[src/rtl/brn_pkg.sv]
package brn_pkg;

  typedef enum logic [1:0] {
    SEL_NEG   = 2'b00,
    SEL_OVF   = 2'b01,
    SEL_CARRY = 2'b10,
    SEL_ZERO  = 2'b11
  } flag_sel_e;

  typedef struct packed {
    logic n;
    logic v;
    logic z;
    logic c;
  } cc_flags_t;

  localparam logic [4:0] BR_LOW_PATTERN = 5'b10000;

  localparam int unsigned CYC_W         = 3;
  localparam int unsigned CYC_NONE      = 0;
  localparam int unsigned CYC_UNTAKEN   = 2;
  localparam int unsigned CYC_NEAR      = 3;
  localparam int unsigned CYC_FAR       = 4;

endpackage

[src/rtl/brn_cond_decode.sv]
module brn_cond_decode
  import brn_pkg::*;
#(
  parameter int unsigned OP_W = 8
) (
  input  logic [OP_W-1:0] opcode_i,
  input  cc_flags_t       flags_i,
  output logic            is_branch_o,
  output logic            cond_met_o,
  output flag_sel_e       sel_o
);

  localparam int unsigned SEL_HI  = OP_W - 1;
  localparam int unsigned SEL_LO  = OP_W - 2;
  localparam int unsigned WANT_BIT = OP_W - 3;

  // Low field must match the branch pattern exactly
  function automatic logic low_matches(input logic [OP_W-1:0] op);
    return op[4:0] == BR_LOW_PATTERN;
  endfunction

  // Pick one flag out of four by selector
  function automatic logic pick_flag(input flag_sel_e s, input cc_flags_t f);
    logic r;
    case (s)
      SEL_NEG:   r = f.n;
      SEL_OVF:   r = f.v;
      SEL_CARRY: r = f.c;
      default:   r = f.z;
    endcase
    return r;
  endfunction

  logic picked;
  logic wanted;

  always_comb begin
    sel_o       = flag_sel_e'(opcode_i[SEL_HI:SEL_LO]);
    wanted      = opcode_i[WANT_BIT];
    picked      = pick_flag(sel_o, flags_i);
    is_branch_o = low_matches(opcode_i);
    cond_met_o  = is_branch_o && (picked == wanted);
  end

  // a non-branch opcode never reports a met condition
  always_comb begin
    if (!is_branch_o) a_r2_no_cond_off_branch: assert (!cond_met_o);
  end

endmodule

[src/rtl/brn_target_calc.sv]
module brn_target_calc #(
  parameter int unsigned PC_W     = 16,
  parameter int unsigned DISP_W   = 8,
  parameter int unsigned PAGE_W   = 8,
  parameter int unsigned INSN_LEN = 2
) (
  input  logic [PC_W-1:0]   op_addr_i,
  input  logic [DISP_W-1:0] disp_i,
  output logic [PC_W-1:0]   fall_pc_o,
  output logic [PC_W-1:0]   target_pc_o,
  output logic              page_cross_o
);

  localparam int unsigned PAGE_HI_W = PC_W - PAGE_W;
  localparam int unsigned EXT_W     = PC_W - DISP_W;

  function automatic logic [PC_W-1:0] sext_disp(input logic [DISP_W-1:0] d);
    return {{EXT_W{d[DISP_W-1]}}, d};
  endfunction

  function automatic logic [PAGE_HI_W-1:0] page_of(input logic [PC_W-1:0] a);
    return a[PC_W-1:PAGE_W];
  endfunction

  function automatic logic [PC_W-1:0] step_past(input logic [PC_W-1:0] a);
    return a + PC_W'(INSN_LEN);
  endfunction

  always_comb begin
    fall_pc_o    = step_past(op_addr_i);
    target_pc_o  = fall_pc_o + sext_disp(disp_i);
    page_cross_o = page_of(target_pc_o) != page_of(fall_pc_o);
  end

  // a zero displacement can never leave the fall-through page
  always_comb begin
    if (disp_i == '0) a_r6_zero_disp_same_page: assert (!page_cross_o);
  end

endmodule

[src/rtl/brn_cycle_count.sv]
module brn_cycle_count
  import brn_pkg::*;
(
  input  logic             is_branch_i,
  input  logic             taken_i,
  input  logic             page_cross_i,
  output logic [CYC_W-1:0] cycles_o
);

  always_comb begin
    if (!is_branch_i)      cycles_o = CYC_W'(CYC_NONE);
    else if (!taken_i)     cycles_o = CYC_W'(CYC_UNTAKEN);
    else if (page_cross_i) cycles_o = CYC_W'(CYC_FAR);
    else                   cycles_o = CYC_W'(CYC_NEAR);
  end

endmodule

[src/rtl/branch_resolver.sv]
module branch_resolver
  import brn_pkg::*;
#(
  parameter int unsigned PC_W   = 16,
  parameter int unsigned OP_W   = 8,
  parameter int unsigned DISP_W = 8,
  parameter int unsigned PAGE_W = 8
) (
  input  logic              clk,
  input  logic              rst_n,
  input  logic              req_valid,
  input  logic [OP_W-1:0]   opcode,
  input  logic [DISP_W-1:0] disp,
  input  logic              flag_n,
  input  logic              flag_v,
  input  logic              flag_z,
  input  logic              flag_c,
  input  logic [PC_W-1:0]   op_addr,
  output logic              res_valid,
  output logic              is_branch,
  output logic              taken,
  output logic [PC_W-1:0]   next_pc,
  output logic [CYC_W-1:0]  cycles
);

  cc_flags_t        flags_w;
  flag_sel_e        sel_w;
  logic             is_branch_w;
  logic             cond_met_w;
  logic [PC_W-1:0]  fall_pc_w;
  logic [PC_W-1:0]  target_pc_w;
  logic             page_cross_w;
  logic [CYC_W-1:0] cycles_w;
  logic [PC_W-1:0]  chosen_pc_w;

  assign flags_w = '{n: flag_n, v: flag_v, z: flag_z, c: flag_c};

  brn_cond_decode #(.OP_W(OP_W)) u_decode (
    .opcode_i    (opcode),
    .flags_i     (flags_w),
    .is_branch_o (is_branch_w),
    .cond_met_o  (cond_met_w),
    .sel_o       (sel_w)
  );

  brn_target_calc #(
    .PC_W     (PC_W),
    .DISP_W   (DISP_W),
    .PAGE_W   (PAGE_W),
    .INSN_LEN (2)
  ) u_target (
    .op_addr_i    (op_addr),
    .disp_i       (disp),
    .fall_pc_o    (fall_pc_w),
    .target_pc_o  (target_pc_w),
    .page_cross_o (page_cross_w)
  );

  brn_cycle_count u_cycles (
    .is_branch_i  (is_branch_w),
    .taken_i      (cond_met_w),
    .page_cross_i (page_cross_w),
    .cycles_o     (cycles_w)
  );

  assign chosen_pc_w = cond_met_w ? target_pc_w : fall_pc_w;

  always_ff @(posedge clk) begin
    if (!rst_n) begin
      res_valid <= 1'b0;
      is_branch <= 1'b0;
      taken     <= 1'b0;
      next_pc   <= '0;
      cycles    <= '0;
    end else begin
      res_valid <= req_valid;
      if (req_valid) begin
        is_branch <= is_branch_w;
        taken     <= cond_met_w;
        next_pc   <= chosen_pc_w;
        cycles    <= cycles_w;
      end
    end
  end

  // result strobe follows the request by one cycle
  a_r7_valid_follows: assert property (@(posedge clk) disable iff (!rst_n)
    req_valid |=> res_valid);
  a_r7_idle_quiet: assert property (@(posedge clk) disable iff (!rst_n)
    !req_valid |=> !res_valid);
  a_r7_hold_result: assert property (@(posedge clk) disable iff (!rst_n)
    !req_valid |=> ($stable(next_pc) && $stable(taken) && $stable(cycles)
                    && $stable(is_branch)));

  // a non-branch is inert
  a_r2_nonbranch_inert: assert property (@(posedge clk) disable iff (!rst_n)
    (res_valid && !is_branch) |-> (!taken && cycles == '0));

  // cycle cost bounds and untaken cost
  a_r5_cycle_range: assert property (@(posedge clk) disable iff (!rst_n)
    (res_valid && is_branch) |-> (cycles >= CYC_W'(CYC_UNTAKEN)
                                  && cycles <= CYC_W'(CYC_FAR)));
  a_r5_untaken_two: assert property (@(posedge clk) disable iff (!rst_n)
    (res_valid && is_branch && !taken) |-> (cycles == CYC_W'(CYC_UNTAKEN)));

  // an untaken request falls through to opcode address + 2
  a_r3_fallthrough: assert property (@(posedge clk) disable iff (!rst_n)
    (req_valid && !cond_met_w) |=>
      (next_pc == PC_W'($past(op_addr) + PC_W'(2))));

endmodule

[config.mk]
export PLATFORM = sky130hd
export DESIGN_NAME = branch_resolver
export DESIGN_NICKNAME = d
export VERILOG_FILES = /design/src/rtl/brn_pkg.sv /design/src/rtl/brn_cond_decode.sv /design/src/rtl/brn_target_calc.sv /design/src/rtl/brn_cycle_count.sv /design/src/rtl/branch_resolver.sv
export SDC_FILE = /design/constraint.sdc
export NUM_CORES = 1
export LEC_CHECK = 0
export BUFFER_PORTS_ARGS = -buffer_cell sky130_fd_sc_hd__buf_2
export CORE_MARGIN = 4
export CORE_UTILIZATION = 40
export DETAILED_ROUTE_END_ITERATION = 12
export PLACE_DENSITY = 0.69
export SLEW_MARGIN = 20
export SYNTH_ARGS = -nofsm -noshare
export SYNTH_HDL_FRONTEND = slang
export SYNTH_SLANG_ARGS = --single-unit
[constraint.sdc]
create_clock -name clk -period 6.9 [get_ports clk]
set_clock_uncertainty 0.2 [all_clocks]
set_input_delay 0.69 -clock clk [delete_from_list [all_inputs] [get_ports clk]]
set_output_delay 0.69 -clock clk [all_outputs]
set_load 0.05 [all_outputs]
==> impl_metrics.toml, run 1 <==
[route]
routed_via_density = 5.63
wirelength_um = 6250
detail_route.wl_per_cell_um = 15.1
dr.first_iter.drc_count = 112
ant_nets = 0
drc = 0
drt_first_pass_iters = 4
num_vias = 2336

[global_route]
grt_max_degree = 31
grt_antenna_before_repair = 0
grt_pass1_vias = 2277
grt_usage = 0.176
grt_pass1_wl_um = 10600
grt-ovfl-total = 0

[flow_run]
cap_violations = 0

[floorplanning]
fp.dieArea_um2 = 7130
rows = 27
die_w_um = 84.4
io_pins = 61
initial_utilization = 0.419
core_um2 = 5570
fp.dieH_um = 84.4

[critical_path]
end_kind = "flop"
cp_max_fo = 7
crit_type = "primary input to flop"
cp.required_ps = 6850
critPathArrivalTime_ps = 3890
start_kind = "primary input"

[timing]
slew_headroom = 0.622
setup_viol = 0
fmax_mhz = 254
rsz0062_at_grt = "false"
fin_crit_ps = 3940
slew_viol_final = 0
worstMarginPinSlew_ps = 560
setup_slack_ps = 2960
finalCritPeriodShare = 0.571
hold_viol = 0
setup_tns_ps = 0

[hold_path]
hp-class = "flop to flop"

[logic_synthesis]
synthTopCellsByArea = "dfxtp_1 19%, ha_1 9.1%, xnor2_1 4.9%, a21oi_1 4.5%, nor2_1 4.5%"
synthFlopType = "dfxtp_1"
synth_edf_count = 0
syn_area_um2 = 2340
syn_area_per_cell_um2 = 7.98
synthesis.instances = 293
synth_fp_nets = 350
synth-seq-cells = 22
yosysTopAreaCell = "dfxtp_1"
synth_top_area_frac = 0.188
async_flop_share = 0
seq_area_frac_synth = 0.188
yosys_warnings = 0
ys_types = 71

[clocking]
cts_buffer_depth = 2
postCtsSetupBuffers = 0
h-tree-depth = 1
cts_tree = "built"
postCtsHoldBufs = 0
cts.sinks = 22
cts_resized = 0
clkLatencyLatePin_ps = 250
cts_inserted_buffers = 3
clkTransAtPathRegs_ps = 70
cts-root-buf = "clkbuf_8"

[final_layout]
fin_nets = 402
drive_gt1_frac = 0.251
multi_input_area_um2 = 1780
register_area_um2 = 440
layout_commonest_cell = "buf_2"
mostFrequentLayoutCells = "60 x buf_2, 28 x nor2_1, 24 x nand2_1, 22 x dfxtp_1, 21 x a21oi_1"
fill_cells = 557
synthToLayoutAreaGrowth_pct = 16.0
antenna_cells = 0

[placed_design]
numPortBuffers = 60
place.gp.congestion = 0.929
dp_hpwl_um = 5050
dp_slack_ps = 2730

[power]
power.leakage_nw = 1.20
ir_drop_mv = 0.0989
power.total_mw = 0.416
cellPowerDensity_nw_per_um2 = 153

[outcome]
outcome = "finished, final reports clean"
-- cell type report --
class                      count  area share
sequential                    22       0.162
timing repair buffer          61       0.114
tap                           72      0.0332
clock buffer                   3      0.0152
multi-input combinational    242       0.655
inverter                      15      0.0208
-- worst max-delay path: stages --
cell and delay, ps:
buf_2 150, nand4_4 150, nor2_1 180, nand2_1 90
xor2_1 300, inv_1 80, ha_1 370, a21oi_1 280
nand3b_1 170, o211ai_2 150, or4_1 490, o211ai_1 160
xnor2_1 200, nand4_1 180, a32o_1 240
-- flip-flops by register name, indices dropped and copies added, names as in the netlist --
| register | cells |
|---|---|
| next_pc | 16 |
| cycles | 3 |
| res_valid | 1 |
| is_branch | 1 |
| taken | 1 |
-- routing by layer --
layer	global-route usage	share of wire
met1	0.220	0.43
met2	0.319	0.50
met3	0.0373	0.055
met4	0.0245	0.011
met5	0	0
-- power by group --
group,switching [mW],total [mW],internal (mW),leakage (nW)
sequential,0.00307,0.137,0.134,0.182
combinational,0.126,0.203,0.0770,1.00
clock,0.0375,0.0763,0.0388,0.0216
total,0.166,0.416,0.250,1.20
-- synth_stat cells (2+ instances only) --
library cell / count
mux2i_1: 6
o211ai_1: 4
o21ai_0: 19
a21oi_1: 21
dfxtp_1: 22
a211oi_1: 6
a311oi_1: 3
xnor2_1: 13
xor2_1: 11
nor3_1: 5
nor4_2: 2
o31ai_1: 3
nand4_1: 2
and4_1: 2
ha_1: 17
nor2b_1: 2
o21a_1: 2
nor2_1: 28
nand2b_1: 3
a21oi_2: 2
a21o_1: 3
nor4_1: 4
inv_1: 14
and3_1: 3
nand2_1: 24
nand3b_1: 5
o211ai_2: 2
nand3_1: 11
clkbuf_1: 11
or4_1: 2
-- logic make-up (layout without fill, tap and decap cells) --
kind of cell	Yosys count	in the layout	synth area share
simple gates	108	108	0.258
compound gates	81	81	0.244
buf+inv	29	79	0.0519
xor+xnor	27	27	0.118
flops	22	22	0.188
fa+ha+maj	18	18	0.0996
mux	8	8	0.0401
-- metrics by stage --
stage          area, µm²  utilization  std cells  hold WS (ps)
2_1_floorplan       2340            -        293           457
5_1_grt             2710        0.486        415           283
3_5_place_dp        2670        0.479        412           239
4_1_cts             2710        0.486        415           250
3_3_place_gp        2670        0.479        412           231
6_report            2710        0.486        415           248
-- path summary, 6_finish.rpt --
kind	from	to	slack, ps	cells after the start
max	op_addr[3]	cycles[2]$_SDFFE_PN0P_	2960	15
min reg2reg	is_branch$_SDFFE_PN0P_	is_branch$_SDFFE_PN0P_	250	2
max reg2reg	next_pc[1]$_SDFFE_PN0P_	next_pc[1]$_SDFFE_PN0P_	5900	3
min	is_branch$_SDFFE_PN0P_	is_branch$_SDFFE_PN0P_	250	2
(Power assumes the default switching activity.)
==> run 2, diff against run 1 <==
--- a/config.mk
+++ b/config.mk
@@ -5,11 +5,12 @@
 export SDC_FILE = /design/constraint.sdc
 export NUM_CORES = 1
 export LEC_CHECK = 0
+export ABC_AREA = 1
 export BUFFER_PORTS_ARGS = -buffer_cell sky130_fd_sc_hd__buf_2
 export CORE_MARGIN = 4
 export CORE_UTILIZATION = 40
 export DETAILED_ROUTE_END_ITERATION = 12
-export PLACE_DENSITY = 0.69
+export PLACE_DENSITY = 0.71
 export SLEW_MARGIN = 20
 export SYNTH_ARGS = -nofsm -noshare
 export SYNTH_HDL_FRONTEND = slang
==> constraint.sdc (replaced) <==
create_clock -name clk -period 3.3 [get_ports clk]
set_clock_uncertainty 0.2 [all_clocks]
set_input_delay 0.33 -clock clk [delete_from_list [all_inputs] [get_ports clk]]
set_output_delay 0.33 -clock clk [all_outputs]
set_load 0.05 [all_outputs]
==> run 2 against run 1 <==
Compared with the run above:
- critical path depth rose by 8
- wire length rose by 22%
- area after synthesis rose by 6.9%
- synthesized cell count is 49% higher
- global-route usage increased by 2.6 points
- power rose by 130%
- first-iteration DRC count grew 73%
- clock-buffer cell count unchanged
- sequential share of layout area shrank 1.5 points
- final cell count increased by 39%
- register-to-register slack lost 3600 ps
- core utilization grew 1.1 points
- critical endpoint unchanged
- highest routed layer unchanged
==> impl_metrics.toml, run 2 <==
[global_route]
grt-ovfl-total = 0
grt_pass1_vias = 2693
grt_antenna_before_repair = 0
grt_pass1_wl_um = 12400
grt_max_degree = 14
grt_usage = 0.203

[timing]
fmax_mhz = 338
finalCritPeriodShare = 0.898
setup_viol = 0
setup_tns_ps = 0
rsz0062_at_grt = "false"
worstMarginPinSlew_ps = 481
fin_crit_ps = 2960
slew_viol_final = 0
setup_slack_ps = 337
slew_headroom = 0.679
hold_viol = 0

[logic_synthesis]
synthesis.instances = 437
synth_common_cells = "160 x nand2_1, 71 x inv_1, 46 x nand3_1"
ys_types = 34
async_flop_share = 0
synthTopCellsByArea = "nand2_1 24%, dfxtp_1 18%, inv_1 11%, nand3_1 9.2%, ha_1 8.5%"
synth_top_family_by_area = "simple AND/OR/NAND/NOR gates"
synthMuxAreaShare = 0
synth_simple_gate_area_share = 0.461
synth_top_area_frac = 0.240
synth-xor-area-share = 0.0561
synth_fp_nets = 494
syn_area_um2 = 2500
yosys_warnings = 0
synth-seq-cells = 22
seq_area_frac_synth = 0.176
yosysMostFrequentCell = "nand2_1"
yosysTopAreaCell = "nand2_1"
synth_compound_area_frac = 0.0961
syn_area_per_cell_um2 = 5.72
synth_edf_count = 0
synthFlopType = "dfxtp_1"
synth_fa_ha_area_frac = 0.0931

[final_layout]
antenna_cells = 0
final_core_util = 0.497
fill_cells = 643
layout_commonest_cell = "nand2_1"
mostFrequentLayoutCells = "160 x nand2_1, 71 x inv_1, 60 x buf_2, 46 x nand3_1, 27 x nor2_1"
largest_reg_flops = 16
fin_nets = 559
regMostFlops = "next_pc"
drive_gt1_frac = 0.178
synthToLayoutAreaGrowth_pct = 19.2
reg_top3 = "next_pc (16), cycles (3)"

[hold_path]
hp-class = "primary input to flop"

[floorplanning]
die_w_um = 87.0
fp.dieArea_um2 = 7580
core_um2 = 5990
rows = 28
fp.dieH_um = 87.0
initial_utilization = 0.417
io_pins = 61

[power]
p_int_mw = 0.581
cellPowerDensity_nw_per_um2 = 324
clock_power_share = 0.264
switching_share = 0.399
combPwrFrac = 0.441
ir_drop_mv = 0.230
p_sw_mw = 0.386
power.leakage_nw = 1.71
pwr-share-seq = 0.296

[critical_path]
cp_max_fo = 6
start_kind = "primary input"
reg2reg_setup_slack_ps = 2350
end_kind = "flop"
critPathArrivalTime_ps = 2930
crit_type = "primary input to flop"
cp.required_ps = 3260

[outcome]
outcome = "finished, final reports clean"

[route]
routed_via_density = 5.03
detail_route.wl_per_cell_um = 13.2
drt_first_pass_iters = 4
ant_nets = 0
num_vias = 2896
wirelength_um = 7620
drc = 0
dr.first_iter.drc_count = 194

[clocking]
clkLatencyLatePin_ps = 270
cts-root-buf = "clkbuf_8"
clkTransAtPathRegs_ps = 80
postCtsHoldBufs = 0
cts_inserted_buffers = 3
cts_tree = "built"
cts_resized = 0
cts.sinks = 22
cts_buffer_depth = 2
h-tree-depth = 1
postCtsSetupBuffers = 0

[placed_design]
dp_slack_ps = 33.3
numPortBuffers = 60
place.gp.congestion = 0.967
dp_hpwl_um = 6510

[flow_run]
cap_violations = 0
## run 2: worst paths after layout
kind / cells past startpoint / start / endpoint
min: 3 / op_addr[0] / next_pc[0]$_SDFFE_PN0P_
max reg2reg: 4 / next_pc[2]$_SDFFE_PN0P_ / next_pc[2]$_SDFFE_PN0P_
min reg2reg: 2 / next_pc[7]$_SDFFE_PN0P_ / next_pc[7]$_SDFFE_PN0P_
max: 23 / op_addr[1] / cycles[2]$_SDFFE_PN0P_
## run 2: cell families after synthesis
group / count (synthesis)
AO/OA/AOI/OAI: 39
XOR/XNOR: 16
adder cells (fa/ha/maj): 18
buffers and inverters: 77
flip-flops: 22
AND/OR/NAND/NOR: 265
## run 2: metrics by stage
| stage | total power [mW] | std cells | cell area (µm²) | hold slack, ps |
|---|---|---|---|---|
| after floorplan | 0.592 | 437 | 2500 | 228 |
| after global placement | 0.705 | 572 | 2900 | 235 |
| after detailed placement | 0.711 | 572 | 2900 | 233 |
| after CTS | 0.965 | 576 | 2970 | 118 |
| after global routing | 1.03 | 576 | 2980 | 125 |
| final | 0.967 | 576 | 2980 | 120 |
## run 2: final cells by class
type,count,area [µm²],share of cell area
clock buffers,3,41.3,0.0139
inverters,75,282,0.0945
clock inverters,1,30.0,0.0101
flip-flops and latches,22,440,0.148
well taps,75,93.8,0.0315
repair buffers,62,315,0.106
multi-input cells,338,1780,0.596
## run 2: power groups by stage
stage | clock (mW) | sequential (mW) | combinational (mW)
after global routing | 0.272 | 0.287 | 0.475
final | 0.255 | 0.286 | 0.426
after floorplan | 0 | 0.337 | 0.255
after CTS | 0.258 | 0.286 | 0.421
after detailed placement | 0 | 0.292 | 0.419
after global placement | 0 | 0.291 | 0.414
## run 2: routing by layer
layer	GRT usage	wire, µm	vias up	share of wire
met4	0.0255	29	0	0.0038
met5	0	0	-	0
met1	0.273	3580	1291	0.47
met2	0.351	3550	87	0.47
li1	-	-	1514	-
met3	0.0293	456	4	0.060
## run 2: worst max-delay path, stage by stage
cell and delay (ps):
buf_2 130, ha_1 230, nand3_1 150, inv_1 80, nand2_2 100, xor2_1 190
inv_1 90, ha_1 400, nand2_2 110, inv_1 60, nand2_1 50, nand2_1 120
inv_1 90, nand3_1 100, nand2_1 80, nand3_1 90, nand2_1 80, nor2_1 100
nand2_1 80, inv_1 70, nand2_2 60, nand3_1 60, nand2_1 50
==> run 3, diff against run 2 <==
--- a/config.mk
+++ b/config.mk
@@ -10,7 +10,7 @@
 export CORE_MARGIN = 4
 export CORE_UTILIZATION = 40
 export DETAILED_ROUTE_END_ITERATION = 12
-export PLACE_DENSITY = 0.71
+export PLACE_DENSITY = 0.69
 export SLEW_MARGIN = 20
 export SYNTH_ARGS = -nofsm -noshare
 export SYNTH_HDL_FRONTEND = slang
==> constraint.sdc (replaced) <==
create_clock -name clk -period 3.1 [get_ports clk]
set_clock_uncertainty 0.2 [all_clocks]
set_input_delay 0.31 -clock clk [delete_from_list [all_inputs] [get_ports clk]]
set_output_delay 0.31 -clock clk [all_outputs]
set_load 0.05 [all_outputs]
==> run 3 against run 2 <==
Compared with the run above:
- final cell count is 2.8% higher
- combinational power is 14% higher
- worst hold slack worse by 18 ps
- first-iteration DRC count is 0.52% higher
- wire length is 3.9% higher
- core utilization is 2.8 points higher
- power is 10% higher
- largest power group unchanged
- clock-buffer cell count stayed put
- global-route usage is 0.071 points lower
- non-clock buffer count is 16 higher
- sequential share of layout area is 0.80 points lower
==> impl_metrics.toml, run 3 (same netlist as run 2, synthesis figures left out) <==
[floorplanning]
die_w_um = 87.0
initial_utilization = 0.417
rows = 28
core_um2 = 5990
fp.dieArea_um2 = 7580
fp.dieH_um = 87.0
io_pins = 61

[critical_path]
cp_slowest_cell = "ha_1"
crit_type = "primary input to flop"
cp_num_buf_inv = 6
worst_path_largest_cell_delay_ps = 380
cp.required_ps = 3070
cp_common_cell = "nand2_1"
cp_top_family = "simple AND/OR/NAND/NOR gates"
end_kind = "flop"
cp_cell_sequence = "buf_2 > buf_4 > nand3_2 > inv_2 > buf_4 > nand3_1 > nand2_1 > nand2_1 > inv_1 > ha_1 > nand2_1 > nor2_2 > and2_1 > nand2_1 > nand2_1 > nand2_1 > nand3_1 > nand2_1 > nor2_1 > nand2_1 > inv_1 > nand2_2 > nand3_1 > nand2_1"
start_kind = "primary input"
cp_max_fo = 6
critPathArrivalTime_ps = 2860

[route]
drt_first_pass_iters = 5
routed_via_density = 5.10
wirelength_um = 7920
ant_nets = 0
detail_route.wl_per_cell_um = 13.4
dr.first_iter.drc_count = 195
drc = 0
num_vias = 3022

[placed_design]
placed_cell_area_um2 = 3020
dp_hpwl_um = 6550
place.gp.congestion = 0.940
numPortBuffers = 60

[timing]
slew_headroom = 0.707
setup_viol = 0
finalCritPeriodShare = 0.934
slew_viol_final = 0
hold_viol = 0
worstMarginPinSlew_ps = 439
fin_crit_ps = 2900
fmax_mhz = 345

[final_layout]
register_area_um2 = 440
multi_input_area_um2 = 1830
mostFrequentLayoutCells = "159 x nand2_1, 71 x inv_1, 60 x buf_2, 45 x nand3_1, 24 x nor2_1"
largest_reg_flops = 16
fill_cells = 618
regMostFlops = "next_pc"
layout_commonest_cell = "nand2_1"
antenna_cells = 0
synthToLayoutAreaGrowth_pct = 26.0
reg_top3 = "next_pc (16), cycles (3)"
drive_gt1_frac = 0.224
fin_nets = 575
stdcell_area_um2 = 3150

[clocking]
cts-root-buf = "clkbuf_8"
cts.sinks = 22
clkLatencyLatePin_ps = 270
cts_tree = "built"
h-tree-depth = 1
postCtsHoldBufs = 0
cts_buffer_depth = 2
clkTransAtPathRegs_ps = 90
postCtsSetupBuffers = 0
cts_inserted_buffers = 3

[flow_run]
cap_violations = 0

[power]
power.leakage_nw = 1.79
cellPowerDensity_nw_per_um2 = 338
power.total_mw = 1.07
ir_drop_mv = 0.250

[global_route]
grt_pass1_vias = 2753
grt_usage = 0.202
grt_antenna_before_repair = 0
grt-ovfl-total = 0
grt_pass1_wl_um = 12300
grt_max_degree = 14

[hold_path]
hp-class = "primary input to flop"

[outcome]
outcome = "finished, final reports clean"
run 3: changes by cell type in the layout (fill, tap and decap cells not counted), sizes merged:
cell and delta:
buf +16
run 3: stage by stage:
step / util / setup slack, ps / hold slack (ps) / setup TNS, ps / cells
6_report: 0.526 / 204 / 101 / 0 / 592
5_1_grt: 0.526 / -10.1 / 104 / -12.7 / 592
4_1_cts: 0.515 / 210 / 89.7 / 0 / 592
3_5_place_dp: 0.504 / -72.0 / 240 / -114 / 588
3_3_place_gp: 0.504 / 0.468 / 237 / 0 / 588
2_1_floorplan: - / 315 / 208 / 0 / 437
run 3: area by class of cell:
| cell class | instances | area share |
|---|---|---|
| multi-input cells | 338 | 0.580 |
| flip-flops and latches | 22 | 0.140 |
| repair buffers | 78 | 0.138 |
| inverters | 75 | 0.0894 |
| well taps | 75 | 0.0298 |
| clock buffers | 3 | 0.0131 |
| clock inverters | 1 | 0.00954 |
run 3: worst register-to-register path: stages (launching register included):
cell,delay (ps)
dfxtp_1,320
nand2_1,60
o21ai_0,80
a21oi_1,120
nor2_1,50
run 3: final timing paths:
check / from / end / slack (ps) / depth (start not counted)
worst max-delay path: op_addr[1] / cycles[2]$_SDFFE_PN0P_ / 200 / 24
worst min-delay path: op_addr[0] / next_pc[0]$_SDFFE_PN0P_ / 100 / 3
worst max register to register: next_pc[2]$_SDFFE_PN0P_ / next_pc[2]$_SDFFE_PN0P_ / 2170 / 4
worst min register to register: next_pc[4]$_SDFFE_PN0P_ / next_pc[4]$_SDFFE_PN0P_ / 260 / 2
run 3: what timing repair did:
| item | 4_1_cts | 5_1_grt |
|---|---|---|
| gates resized for setup | 0 | 13 |
| endpoints found under the hold margin | 0 | 0 |
| setup endpoints to repair | 0 | 3 |
run 3: where the power goes:
part	total, mW	switching, mW	leakage (nW)	internal (mW)
registers	0.303	0.00620	0.181	0.297
clock network	0.278	0.105	0.0357	0.173
logic	0.484	0.315	1.57	0.169
total	1.07	0.426	1.79	0.639
run 3: layer usage:
metal / share of wire / GRT usage
met5: 0 / 0
met4: 0.010 / 0.0340
met3: 0.073 / 0.0303
met2: 0.47 / 0.345
met1: 0.45 / 0.272
